===== config.mk =====
export PLATFORM = sky130hd
export DESIGN_NAME = digit_seq4
export DESIGN_NICKNAME = d
export VERILOG_FILES = /design/src/rtl/digit_seq4.sv
export SDC_FILE = /design/constraint.sdc
export NUM_CORES = 1
export LEC_CHECK = 0
export BUFFER_PORTS_ARGS = -buffer_cell sky130_fd_sc_hd__buf_2
export CAP_MARGIN = 5
export CORE_AREA = 2 2 39 41
export DETAILED_ROUTE_END_ITERATION = 6
export DIE_AREA = 0 0 41 43
export PLACE_DENSITY_LB_ADDON = 0.25
export SYNTH_ARGS = -nofsm -noshare
export SYNTH_HDL_FRONTEND = slang
export SYNTH_SLANG_ARGS = --single-unit

===== constraint.sdc =====
create_clock -name clk -period 1.65 [get_ports clk]
set_clock_uncertainty 0.05 [all_clocks]
set_input_delay 0.0825 -clock clk [delete_from_list [all_inputs] [get_ports clk]]
set_output_delay 0.0825 -clock clk [all_outputs]
set_load 0.03 [all_outputs]

===== src/rtl/digit_seq4.sv =====
module digit_seq4 #(
  parameter logic [3:0] DIG0 = 4'd8,
  parameter logic [3:0] DIG1 = 4'd0,
  parameter logic [3:0] DIG2 = 4'd9,
  parameter logic [3:0] DIG3 = 4'd3
) (
  input  logic       clk,
  input  logic       rst,
  input  logic       adv,
  output logic [3:0] digit,
  output logic [6:0] seg,
  output logic [1:0] state_dbg
);
  logic [1:0] st_q;
  logic [1:0] st_d;

  assign st_d = adv ? st_q + 2'd1 : st_q;

  always_ff @(posedge clk) begin
    if (rst) st_q <= 2'd0;
    else     st_q <= st_d;
  end

  always_comb begin
    case (st_q)
      2'd0:    digit = DIG0;
      2'd1:    digit = DIG1;
      2'd2:    digit = DIG2;
      default: digit = DIG3;
    endcase
  end

  digit_seq4_segdec u_dec (.bcd(digit), .seg(seg));

  assign state_dbg = st_q;
endmodule

module digit_seq4_segdec (
  input  logic [3:0] bcd,
  output logic [6:0] seg
);
  always_comb begin
    case (bcd)
      4'd0:    seg = 7'h3F;
      4'd1:    seg = 7'h06;
      4'd2:    seg = 7'h5B;
      4'd3:    seg = 7'h4F;
      4'd4:    seg = 7'h66;
      4'd5:    seg = 7'h6D;
      4'd6:    seg = 7'h7D;
      4'd7:    seg = 7'h07;
      4'd8:    seg = 7'h7F;
      4'd9:    seg = 7'h6F;
      default: seg = 7'h00;
    endcase
  end
endmodule



After elaboration in Yosys (flattened, before gate mapping)
Memories as Yosys holds them, arrays and structs flattened.
Cells that the tools add are included.

storage, ports and cells
  logic and storage cells = 7
  register bits = 2
  memories kept = 1
  output and inout port bits = 13
  bits of input ports = 3
  ROM bits = 112

memories
  name             depth  bits a word  read ports  clocked after memory_dff  wr ports  line  text
  (no name shown)  16     7            1           0                         0         43    case (bcd)

operators by class
  reductions and logical operators = 1
  mux-type cells = 1
  eq/ne operators = 2
  add/subtract/negate cells = 1

operators by type and width
  kind                 number
  $pmux 4 s3           1
  $add 2x1->2 const B  1
  $eq 2x1->1 const B   1
  $eq 2x2->1 const B   1
  $logic_not 2->1      1

Depth between registers and ports, before layout
An unclocked memory read counts as a cell.

  depth after elaboration = 3
  depth in mapped cells = 5
  gate-level depth less buffers = 4

Hierarchy
From an unflattened synthesis, not the netlist that was laid out.

unflattened totals
  cell total of the unflattened synthesis = 42
  area, all modules = 337.8 um^2

modules (own cells, without submodules)
  module             cells an instance  times used  sequential area each (um^2)  area an instance (um^2)
  digit_seq4_segdec  26                 1           0.0                          201.4
  digit_seq4         16                 1           40.0                         136.4

Worst setup path before layout
No wires, ideal clock.

  path type = register -> output
  from = register st_q[0], in the netlist state_dbg[0]
  to = output port seg[3]
  stages on the path, launching flop included = 6
  path buffers = 1
  arrival = 2.083 ns
  slack = -0.566 ns
  required time = 1.517 ns
  cells stage by stage = dfxtp_1 > inv_1 > ha_1 > or2_4 > mux2i_1 > buf_4

between the ends
  word-level cells in the longest chain between the ends = 3
  elaborated cells between the ends (all ways) = 5
  those cells by class = eq/ne (2); mux (1); reduce/logical (1); memory (1)

RTL lines
  what                                      line  text
  start, declared                           14    logic [1:0] st_q;
  start signal, assigned                    21    else st_q <= st_d;
  $eq 2x2->1, or another cell as far along  25    case (st_q)
  $pmux 4 s3 (*)                            25
  via digit[3]                              10    output logic [3:0] digit,
  $mem_v2 16x7 (*)                          --
  end, declared                             11    output logic [6:0] seg,

Mark *: on every way through the listed nets, which the timed path passes. The rest lies on a longest branch.

Worst setup path after layout
  from = register st_q[1], in the netlist state_dbg[1]
  to = output port seg[0]

between the ends
  word-level cells in the longest chain between the ends = 3
  elaborated cells between the ends (all ways) = 5
  those cells by class = eq/ne (2); mux (1); reduce/logical (1); memory (1)

RTL lines
  what                                      line
  $eq 2x2->1, or another cell as far along  25
  $pmux 4 s3 (*)                            25
  $mem_v2 16x7 (*)                          --

Mark *: on every way between the ends. The rest lies on a longest branch, timed or not.

==> qor.yml <==
status: "completed"
drcViolationCount: 0
path_clk_slew_ps: 30
synth_nets: 34
syn-cell-area_um2: 216
drt-met1-wl_um: 200
antenna_cells: 0
final-seq-area_um2: 47.5
via_count: 203
setup_slack_ps: 98.9
insertion_delay_ps: 220
utilization_pct: 26.1
final_area_um2: 362
dp_hpwl_um: 359
crit_path_end_kind: "primary output"
drt-pass1-iter-count: 3
startpoint_type: "register"
r2r_cells: 4
rsz0062_at_grt: "false"
coreArea_um2: 1380
postRouteAntennaNets: 0
cts_tree: "done"
hold_viol_final: 0
start_util_pct: 15.6
die-area_um2: 1760
antenna_found_initial: 0
synth-warning-count: 0
avgSynthCellArea_um2: 8.66
rows: 14
grt_first_pass_wirelength_um: 724
io_pins: 16
cp_data_arrival_time_ps: 1420
drt_wl_total_um: 453
p_total_mw: 0.304
critPathMaxFanout: 7
hold_ws_ps: 80.3
irDropWorstVdd_mv: 0.296
nNetsFinal: 52
hold_path_depth: 3
route.met2.wl_um: 191
cts_buffer_depth: 2
wl_met3_um: 60
chipHeight_um: 43
highest_layer: "met3"
htree_levels: 1
largest_reg_flops: 2
grt_pass1_vias: 203
place_ws_ps: 231
crit_type: "register to primary output"
synth_seq_cells: 2
dpl_cell_area_um2: 304
area_growth_pct: 67.1
fin_cells: 57
n_fill_cell: 155
min_path_type: "input pin to register"
finalMaxSlewViolations: 0
setup_viol_count_final: 0
required_ps: 1520
avgRoutedWirePerCell_um: 7.95
grt_max_degree: 8
synthDistinctLibCells: 11
layout_min_cycle_time_ps: 1550
ys_seq_area_share_pct: 18.5
gp_congestion: 0.628
drt_iter0_markers: 3
power.density_nw_per_um2: 840
synth_cells: 25
fin_crit_sh_pct: 94.0
max_cap_violations: 0
clkSinkCount: 2
die_w_um: 41
leakagePower_nw: 0.180
avgViaCountPerCell: 3.56
multi_input_area_um2: 156
tns_ps: 0
cts_buffers: 3
dp.cells: 52
drive_above_1_share_pct: 63.4
root_buffer: "clkbuf_4"
gr-total-overflow: 0
io_buffers: 14
grtUsageTotal_pct: 6.82
fmax_mhz: 645
-- critical path, cell delays in order (launching register included) --
cell and delay, ps:
dfxtp_4 370, inv_1 60, ha_2 170, or2_4 240, mux2i_4 190, buf_6 160
-- timing repair --
action	4_1_cts	5_1_grt
hold buffers	1	0
gates resized for setup	0	9
endpoints found under the hold margin	2	0
setup buffers	0	1
endpoints found under the setup margin	2	2
-- layout by cell type (no fill, tap or decap) --
cell type and count:
buf_4 1, xnor2_1 1, inv_1 3, conb_1 1, ha_1 4, ha_2 2
buf_2 12, clkbuf_4 3, o21ai_1 1, buf_6 2, nor2_1 3, or2_2 1
mux2i_4 1, inv_2 1, or2_4 1, mux2i_1 1, dfxtp_4 2, dlygate4sd3_1 1
-- path summary, 6_finish.rpt --
check,from,to,slack [ps]
worst max-delay path,state_dbg[1],seg[0],100
worst min-delay path,adv,state_dbg[0],80
worst max register to register,state_dbg[1],state_dbg[1],610
worst min register to register,state_dbg[0],state_dbg[0],480
-- cells by family after synthesis --
| family | share of synthesized area [%] |
|---|---|
| simple gates | 12.1 |
| other cells | 1.73 |
| xor+xnor | 4.05 |
| flops | 18.5 |
| compound gates | 2.31 |
| fa+ha+maj | 34.7 |
| mux | 9.25 |
| buf+inv | 17.3 |
-- layer usage --
| layer | vias up | GRT usage (%) |
|---|---|---|
| met5 | - | 0 |
| met4 | 0 | 10.0 |
| met3 | 0 | 3.14 |
| met2 | 15 | 7.50 |
| met1 | 86 | 7.37 |
| li1 | 102 | - |
-- cells in the mapped netlist --
master / instances / area share [%]
inv_1: 4 / 6.9
o21ai_0: 1 / 2.3
or2_2: 1 / 2.9
dfxtp_1: 2 / 18
conb_1: 1 / 1.7
buf_4: 3 / 10
nor2_1: 3 / 5.2
mux2i_1: 2 / 9.2
or2_4: 1 / 4.0
xnor2_1: 1 / 4.0
ha_1: 6 / 35
-- where the power goes --
part / internal, mW / switching (mW) / leakage, nW / total (mW)
Clock: 0.0801 / 0.0267 / 0.0138 / 0.107
Combinational: 0.0514 / 0.0841 / 0.148 / 0.135
Sequential: 0.0541 / 0.00727 / 0.0178 / 0.0613
-- final cells by class --
type / instances / share of cell area, %
sequential: 2 / 13.1
multi-input combinational: 16 / 43.3
inverter: 4 / 4.15
clock buffer: 3 / 6.23
tap: 16 / 5.54
timing repair buffer: 16 / 27.7
Power figures use the tool's default switching activity.
